[config.mk]
export PLATFORM = sky130hd
export DESIGN_NAME = jpeg_port_packer
export DESIGN_NICKNAME = d
export VERILOG_FILES = /design/src/rtl/jpeg_port_packer.sv
export SDC_FILE = /design/constraint.sdc
export NUM_CORES = 1
export LEC_CHECK = 0
export BUFFER_PORTS_ARGS = -buffer_cell sky130_fd_sc_hd__buf_2
export CAP_MARGIN = 20
export CORE_UTILIZATION = 40
export CTS_CLUSTER_SIZE = 28
export DETAILED_ROUTE_END_ITERATION = 16
export GPL_ROUTABILITY_DRIVEN = 0
export SLEW_MARGIN = 20
export SYNTH_ARGS = -nofsm -noshare
export SYNTH_HDL_FRONTEND = slang
export SYNTH_SLANG_ARGS = --single-unit
[constraint.sdc]
create_clock -name clk -period 6.75 [get_ports clk]
set_input_delay 1.35 -clock clk [delete_from_list [all_inputs] [get_ports clk]]
set_output_delay 1.35 -clock clk [all_outputs]
set_load 0.02 [all_outputs]
[src/rtl/jpeg_port_packer.sv]
module jpeg_port_packer #(
  parameter int DEPTH = 64,
  parameter int PKT   = 16,
  parameter int CNT_W = 24
) (
  input  logic             clk,
  input  logic             rst_n,
  input  logic             in_valid,
  input  logic [7:0]       in_data,
  input  logic             in_sof,
  input  logic             in_eof,
  input  logic             quad_mode,
  input  logic             port_ce,
  input  logic             stat_rd,
  output logic [7:0]       out_data,
  output logic             out_hblk,
  output logic             out_vblk,
  output logic             err_flag,
  output logic [CNT_W-1:0] frame_bytes
);
  localparam int PW = (DEPTH > 1) ? $clog2(DEPTH) : 1;
  localparam int CW = $clog2(DEPTH + 1);
  localparam int BW = $clog2(PKT + 1);
  localparam logic [7:0] FILL  = 8'hA5;
  localparam logic [7:0] TRUNC = 8'hFE;

  logic [9:0]       mem [DEPTH];
  logic [PW-1:0]    wp, rp;
  logic [CW-1:0]    cnt, lastcnt;
  logic             drop, busy, gap;
  logic [BW-1:0]    bl;
  logic [1:0]       pad_rem, fmod;
  logic [CNT_W-1:0] run;

  wire             take      = in_valid && (!drop || in_sof);
  wire             near_full = cnt >= CW'(DEPTH - 1);
  wire             ovf       = take && near_full;
  wire             wr        = take && (!near_full || cnt == CW'(DEPTH - 1));
  wire [9:0]       wr_ent    = near_full ? {in_sof, 1'b1, TRUNC} : {in_sof, in_eof, in_data};
  wire [CNT_W-1:0] run_n     = in_sof ? CNT_W'(1) : run + CNT_W'(1);

  wire [9:0]    head    = mem[rp];
  wire          start   = (cnt >= CW'(PKT)) || (lastcnt != '0);
  wire          padding = busy && (pad_rem != 2'd0);
  wire          rd      = port_ce && !gap && !padding && (busy || start);
  wire [1:0]    fmod_n  = (head[9] ? 2'd0 : fmod) + 2'd1;
  wire [1:0]    pad_n   = quad_mode ? 2'd0 - fmod_n : 2'd0;
  wire [BW-1:0] bl_n    = (busy ? bl : '0) + BW'(1);

  always_ff @(posedge clk) begin
    if (wr) mem[wp] <= wr_ent;
  end

  always_ff @(posedge clk or negedge rst_n) begin
    if (!rst_n) begin
      wp <= '0;
      rp <= '0;
      cnt <= '0;
      lastcnt <= '0;
    end else begin
      if (wr) wp <= (wp == PW'(DEPTH - 1)) ? '0 : wp + PW'(1);
      if (rd) rp <= (rp == PW'(DEPTH - 1)) ? '0 : rp + PW'(1);
      cnt <= cnt + CW'(wr) - CW'(rd);
      lastcnt <= lastcnt + CW'(wr && wr_ent[8]) - CW'(rd && head[8]);
    end
  end

  always_ff @(posedge clk or negedge rst_n) begin
    if (!rst_n) begin
      err_flag <= 1'b0;
      drop <= 1'b0;
      run <= '0;
      frame_bytes <= '0;
    end else begin
      err_flag <= ovf || (err_flag && !stat_rd);
      if (ovf) drop <= 1'b1;
      else if (take && in_sof) drop <= 1'b0;
      if (wr) begin
        run <= run_n;
        if (wr_ent[8]) frame_bytes <= run_n;
      end
    end
  end

  always_ff @(posedge clk or negedge rst_n) begin
    if (!rst_n) begin
      out_data <= '0;
      out_hblk <= 1'b0;
      out_vblk <= 1'b0;
      busy <= 1'b0;
      gap <= 1'b0;
      bl <= '0;
      pad_rem <= '0;
      fmod <= '0;
    end else if (port_ce) begin
      if (gap) begin
        out_hblk <= 1'b0;
        out_vblk <= 1'b0;
        gap <= 1'b0;
      end else if (padding) begin
        out_data <= FILL;
        out_hblk <= 1'b1;
        pad_rem <= pad_rem - 2'd1;
        if (pad_rem == 2'd1) begin
          busy <= 1'b0;
          gap <= 1'b1;
        end
      end else if (rd) begin
        out_data <= head[7:0];
        out_hblk <= 1'b1;
        fmod <= fmod_n;
        if (head[9]) out_vblk <= 1'b1;
        if (head[8]) begin
          if (pad_n == 2'd0) begin
            busy <= 1'b0;
            gap <= 1'b1;
          end else begin
            busy <= 1'b1;
            pad_rem <= pad_n;
          end
        end else if (bl_n == BW'(PKT)) begin
          busy <= 1'b0;
        end else begin
          busy <= 1'b1;
          bl <= bl_n;
        end
      end else begin
        out_hblk <= 1'b0;
      end
    end
  end

  logic [1:0] hrun;
  always_ff @(posedge clk or negedge rst_n) begin
    if (!rst_n) hrun <= '0;
    else if (port_ce) hrun <= out_hblk ? hrun + 2'd1 : 2'd0;
  end

  assert_quad_burst_R5: assert property (@(posedge clk) disable iff (!rst_n)
    (port_ce && !out_hblk && quad_mode) |-> (hrun == 2'd0));
  assert_fill_bound_R7: assert property (@(posedge clk) disable iff (!rst_n)
    cnt <= CW'(DEPTH));
  assert_no_underflow_R2: assert property (@(posedge clk) disable iff (!rst_n)
    rd |-> (cnt != '0));
  assert_err_clear_R9: assert property (@(posedge clk) disable iff (!rst_n)
    $fell(err_flag) |-> $past(stat_rd));
  assert_vblk_close_R4: assert property (@(posedge clk) disable iff (!rst_n)
    $fell(out_vblk) |-> !out_hblk);
endmodule

==> results of run 1 <==
## worst paths after layout
| check | endpoint | slack [ps] | cells past startpoint |
|---|---|---|---|
| setup / recovery | lastcnt[6] | 1980 | 17 |
| hold / removal | out_vblk | 460 | 1 |
| setup reg to reg | lastcnt[6] | 1980 | 17 |
| hold reg to reg | out_vblk | 460 | 1 |
| max in group asynchronous | rp[1] | 4890 | 2 |
| min in group asynchronous | run[11] | 830 | 1 |
## area by class of cell
class | count | area [µm²] | share of cell area, %
Tap cell | 969 | 1210 | 3.58
Clock buffer | 97 | 2090 | 6.16
Sequential cell | 737 | 21700 | 64.0
Inverter | 36 | 135 | 0.399
Multi-Input combinational cell | 759 | 7830 | 23.2
Timing Repair Buffer | 80 | 484 | 1.43
Clock inverter | 44 | 428 | 1.26
## layer usage
| layer | GRT usage (%) | vias up | wire, µm | part of all wire (%) |
|---|---|---|---|---|
| met5 | 0 | - | 0 | 0 |
| met4 | 5.09 | 0 | 1370 | 2.1 |
| met3 | 3.70 | 103 | 4030 | 6.1 |
| met2 | 28.4 | 431 | 31300 | 48 |
| met1 | 24.8 | 7926 | 28900 | 44 |
| li1 | - | 6609 | - | - |
## report_power, final
group,switching [mW],internal [mW]
Combinational,2.40,1.81
Sequential,0.466,5.56
Clock,1.72,2.50
Total,4.59,9.87
## cells in the mapped netlist, types with 7 or more instances
cell type / instances
and3_1: 7
nor3_1: 16
nand3b_1: 8
o21ai_0: 40
ha_1: 29
xor2_1: 17
nor2b_1: 10
nand2_1: 91
o22ai_1: 7
buf_1: 8
inv_1: 34
o31ai_1: 23
mux2i_1: 34
clkbuf_1: 45
xnor2_1: 20
buf_6: 9
mux4_2: 184
edfxtp_1: 640
a21o_1: 8
nand4_1: 7
nor2_1: 101
buf_4: 7
dfrtp_1: 97
a21oi_1: 34
nand3_1: 26
buf_2: 18
nand2b_1: 13
## registers in the layout, indices dropped and copies added, names as in the netlist
signal	count
mem	640
frame_bytes	24
run	24
out_data	8
cnt	7
lastcnt	7
rp	6
wp	6
bl	5
fmod	2
pad_rem	2
busy	1
drop	1
err_flag	1
gap	1
out_hblk	1
out_vblk	1
## critical path: stages (launching register included)
cell	delay, ps
dfrtp_4	870
buf_4	590
mux4_2	410
o22ai_1	160
nor4_1	70
o22ai_1	260
o211a_1	370
nor2_1	130
ha_1	320
inv_1	50
ha_1	200
fa_1	440
a21oi_1	160
nor2_1	60
o21ai_0	170
a21oi_1	100
nor2_1	120
xnor2_1	120
## kinds of logic (layout without fill, tap and decap cells)
family,Yosys count,count (layout),share of synthesized area [%]
AND/OR/NAND/NOR,306,306,4.77
flip-flops,737,737,72.2
XOR/XNOR,37,37,1.08
adder cells (fa/ha/maj),31,31,1.34
multiplexers,223,223,15.1
buffers and inverters,123,257,1.93
AO/OA/AOI/OAI,162,162,3.58
## layout by cell type (no fill, tap or decap), types with 10 or more instances in the layout
cell	netlist	routed
inv_1	34	34
nor3_1	16	16
nor2b_1	10	10
clkinv_1	1	18
xor2_1	17	17
ha_1	29	29
a21oi_1	34	34
nor2_1	101	85
o31ai_1	23	23
nand2_1	91	91
clkbuf_1	45	15
mux4_2	184	184
mux2i_1	34	34
buf_4	7	31
clkbuf_16	0	80
nor2_2	0	16
dfrtp_1	97	94
clkinv_2	0	12
nand3_1	26	26
edfxtp_1	640	640
xnor2_1	20	20
o21ai_0	40	40
buf_2	18	48
==> results.md, run 1 <==
- Setup TNS: 0 ps
- Area contributors post-synth: edfxtp_1 64%, mux4_2 14%, dfrtp_1 8.1%
- CTS sink count: 737
- Cts hold-fix bufs: 0
- Root Buffer: clkbuf_16
- Longest Clk Path Bufs: 3
- Power Density: 427 nW/µm²
- Layout cells sized above 1: about a quarter
- Proportion of synthesized chip area in sequential cells: a little over 70%
- GRT Total Usage: 17.8%
- Largest net degree at the start of global routing: 106
- Final Cell Area: 33800 µm²
- Number of global-route vias before repair: 15300
- Final Hold Fails: 0
- Full die area: 76100 µm²
- Fin nets: 1738
- Layout area overhead: 12.8%
- Final Skew: 34.0 ps
- Min Clock Period, post-route: approximately 4800 ps
- Detail Placement HPWL: 40200 µm
- Post-Route Utilization: 45.5%
- Placement Setup Slack: ~2000 ps
- Max Cap Violations: 0
- Initial DRC Count: around 1400
- CTS tree: built
- CP arrival: roughly 5300 ps
- EDFF count, synth: 640
- Leak Pwr: 11.2 nW
- Reg-to-Reg Start: rp[1]
- Top-area cell type share of the netlist area: 64.1%
- Antenna Nets Post-Route: 0
- Actual slew at the worst max-slew pin: 1110 ps
- Via/cell ratio: 5.54
- Syn nets: around 1700
- Placed cell area: 31300 µm²
- Core area: 74300 µm²
- CP max FO: 46
- Hold Crit Class: reg2reg
- Top FF cell, synth: edfxtp_1
- Beginning of the critical path: rp[1]
- H-Tree Depth: 3
- Post-Syn Instances: 1619
- Non-filler cells, final: 2722
- Initial antenna violation count: 2
- Diode count: 0
- Type of the worst setup path: reg2reg
- Placed insts: 2581
- Asr flop ratio synth: 13.2%
- Setup slack after layout: 1980 ps
- Crit path required time: 7290 ps
- GR Overflow Total: 0
- Routed WL: 65600 µm
- # setup viols final: 0
- Unrepaired setup endpoints after global routing: false
- Die W: approximately 280 µm
- Port Buf Inserts: 50
- Max VDD drop: 0.232 mV
- CP Capture Type: register
- Max-slew headroom: 25.9%
- Final worst-path cycle share: 70.7%
- CTS Buf Count: a little under 80
- Vias: 15100
- Worst skew pair latency: ~630 ps
- Startpoint types: register
- Row Count: 100
- Average cell area after synthesis: 18.5 µm²
- # fillers: between 6000 and 7000
- Fin Hold WS: around 460 ps
- Die Y: 276 µm
- Starting Density: 40.4%
- Register bit total from synthesis: 737
- Post-Synthesis Cell Area: roughly 30000 µm²
- Setup repair bufs after CTS: 0
- Achievable Freq: 0.209 GHz
- DRC errors left: 0
- Hold Path Origin: gap
- Detailed Routing Iterations Pass 1: 8
- Design Power: 14.5 mW
- Status: complete, no violations
- Worst-path clk slew: 60 ps
- CTS resizes: 0
- Io pins: 51
- Global-route wire length before repair: 99600 µm
- Synthesis Warnings: 0
- Wire per inst: 24.1 µm
- Post-synth top area cell: edfxtp_1
- Slew Viols, Final: 0
- Netlist cell types: 70
(Power assumes the default switching activity.)
==> run 2, diff against run 1 <==
clock period = 4.4 ns   (was 6.75 ns; I/O delays follow)
==> run 2 against run 1 <==
Effect of this change:
- final cell count grew 2.5%
- largest cell class unchanged
- count of clock-buffer cells in the layout rose by 1
- largest power group unchanged
- global-route usage increased by 0.40 points
- hold slack worse by 250 ps
- die area stayed put
- register-to-register slack got worse by 1700 ps
- setup slack got worse by 1700 ps
- utilization is 0.41 points higher
- combinational power up 59%
- flip-flop and latch count unchanged
- routed wire length rose by 3.1%
- via count grew 2.5%
==> results.md, run 2 (synthesis results as in run 1) <==
- CTS sink count: 737 (unchanged)
- Fin Hold WS: 207 ps (-250 ps)
- Initial antenna violation count: 4 (+2)
- Number of global-route vias before repair: 15400 (+0.51%)
- Achievable Freq: 0.244 GHz (+16%)
- Max VDD drop: 0.316 mV (+36%)
- Diode count: 0 (unchanged)
- Most common cell after layout, fill and taps aside: edfxtp_1
- Row Count: 100 (unchanged)
- Antenna Nets Post-Route: 0 (unchanged)
- Final Skew: 22.4 ps (-11.6 ps)
- Routed WL: 67600 µm (+3.1%)
- CTS resizes: 0 (unchanged)
- Final Cell Area: 34100 µm² (+0.91%)
- Startpoint types: register
- # setup viols final: 0 (unchanged)
- Core area: 74300 µm² (unchanged)
- Buf/Inv on CP: 1 (-1)
- Beginning of the critical path: rp[0]
- Setup slack after layout: 295 ps (-1680 ps)
- CP Cell Sequence: mux4_2, o32ai_1, nor4_1, nor2_1, o211a_1, nor2_1, ha_1, inv_1, ha_1, fa_1, a21oi_1, nor2_1, o21ai_0, a21oi_1, nor2_1, xnor2_1
- Final Hold Fails: 0 (unchanged)
- Starting Density: 40.4% (unchanged)
- Largest regs: mem (640), frame_bytes (24), run (24)
- CP max FO: 26 (-43%)
- Worst skew pair latency: 630 ps (about the same)
- Cts hold-fix bufs: 0 (unchanged)
- Max reg flops: 640 (unchanged)
- Max Cap Violations: 0 (unchanged)
- Final worst-path cycle share: 93.3% (+23 points)
- Root Buffer: clkbuf_16
- CP most frequent cell: nor2_1
- Full die area: 76100 µm² (unchanged)
- Placed cell area: 31800 µm² (+1.6%)
- Most frequent cells in the layout: 640 x edfxtp_1, 184 x mux4_2, 100 x nor2_1, 100 x buf_4, 94 x dfrtp_1
- Non-filler cells, final: 2790 (+2.5%)
- Longest Clk Path Bufs: 3 (unchanged)
- Critical Path Max Stage Delay: 670 ps (-200 ps)
- CP Capture Type: register
- Wire per inst: 24.2 µm (+0.63%)
- Min Clock Period, post-route: 4100 ps (-669 ps)
- DRC errors left: 0 (unchanged)
- # fillers: 6297 (-0.11%)
- Setup TNS: 0 ps (unchanged)
- Initial DRC Count: 1567 (+16%)
- Actual slew at the worst max-slew pin: 1070 ps (-37.9 ps)
- CP arrival: 4640 ps (-670 ps)
- Fin nets: 1807 (+4.0%)
- Placement Setup Slack: 417 ps (-1560 ps)
- Type of the worst setup path: reg2reg
- Layout area overhead: 13.8%
- Vias: 15400 (+2.5%)
- Crit path max-delay cell type: dfrtp_4
- Detail Placement HPWL: 42100 µm (+4.6%)
- Via/cell ratio: 5.54 (about the same)
- Slew Viols, Final: 0 (unchanged)
- Power Density: 641 nW/µm² (+50%)
- Placed insts: 2650 (+2.7%)
- Crit path required time: 4930 ps (-2360 ps)
- Unrepaired setup endpoints after global routing: false
- GR Overflow Total: 0 (unchanged)
- Max-slew headroom: 28.5% (+2.5 points)
- Die W: 276 µm (unchanged)
- Largest net degree at the start of global routing: 112 (+5.7%)
- CTS tree: built
- Detailed Routing Iterations Pass 1: 5 (-3)
- Setup repair bufs after CTS: 0 (unchanged)
- CP top delay family: compound AO/OA/AOI/OAI gates
- Global-route wire length before repair: 101000 µm (+1.5%)
- Hold Crit Class: in2async
- CTS Buf Count: 77 (unchanged)
- Io pins: 51 (unchanged)
- Worst-path clk slew: 60 ps (about the same)
- Top reg by flops: mem
- Die Y: 276 µm (unchanged)
- Leak Pwr: 11.4 nW (+2.5%)
- H-Tree Depth: 3 (unchanged)
- GRT Total Usage: 18.2% (+0.40 points)
- Status: complete, no violations
- Reg-to-Reg Start: rp[0]
- Port Buf Inserts: 50 (unchanged)
- Layout cells sized above 1: 25.6% (+2.1 points)
-- run 2: where the power goes --
group | total, mW | leakage, nW | switching (mW) | internal [mW]
registers | 9.11 | 6.85 | 0.572 | 8.54
clock network | 6.08 | 1.15 | 2.64 | 3.44
logic | 6.71 | 3.44 | 3.85 | 2.86
total | 21.9 | 11.4 | 7.06 | 14.8
-- run 2: worst register-to-register path: stages (launching register included) --
cell and delay (ps):
dfrtp_4 670, mux4_2 560, o32ai_1 260, nor4_1 80, nor2_1 220, o211a_1 390, nor2_1 130, ha_1 300
inv_1 40, ha_1 200, fa_1 440, a21oi_1 160, nor2_1 70, o21ai_0 160, a21oi_1 90, nor2_1 120
xnor2_1 140
-- run 2: final cells by class --
type	count	area, µm²	area share (%)
sequential	737	21700	63.4
multi-input combinational	759	7800	22.8
clock buffer	98	2060	6.03
tap	969	1210	3.55
timing repair buffer	149	1000	2.94
clock inverter	42	277	0.810
inverter	36	135	0.396
-- run 2: final timing paths --
path | endpoint | slack, ps | depth (start not counted)
worst min register to register | frame_bytes[10] | 470 | 2
min in group clk | err_flag | 440 | 2
worst max-delay path | lastcnt[6] | 300 | 16
worst max register to register | lastcnt[6] | 300 | 16
worst min-delay path | run[9] | 210 | 1
max in group asynchronous | frame_bytes[11] | 3300 | 2
-- run 2: through the flow --
step | utilization [%] | power, mW
after floorplan | - | 13.9
after global routing | 45.9 | 22.9
after global placement | 42.8 | 15.9
after detailed placement | 42.8 | 16.0
after CTS | 45.9 | 22.1
final | 45.9 | 21.9
-- run 2: metal layers --
metal	global-route usage, %	vias to the layer above	routed length, µm
met4	5.65	2	1390
li1	-	6768	-
met3	3.48	83	4590
met2	28.7	497	32300
met5	0	-	13
met1	25.7	8094	29300
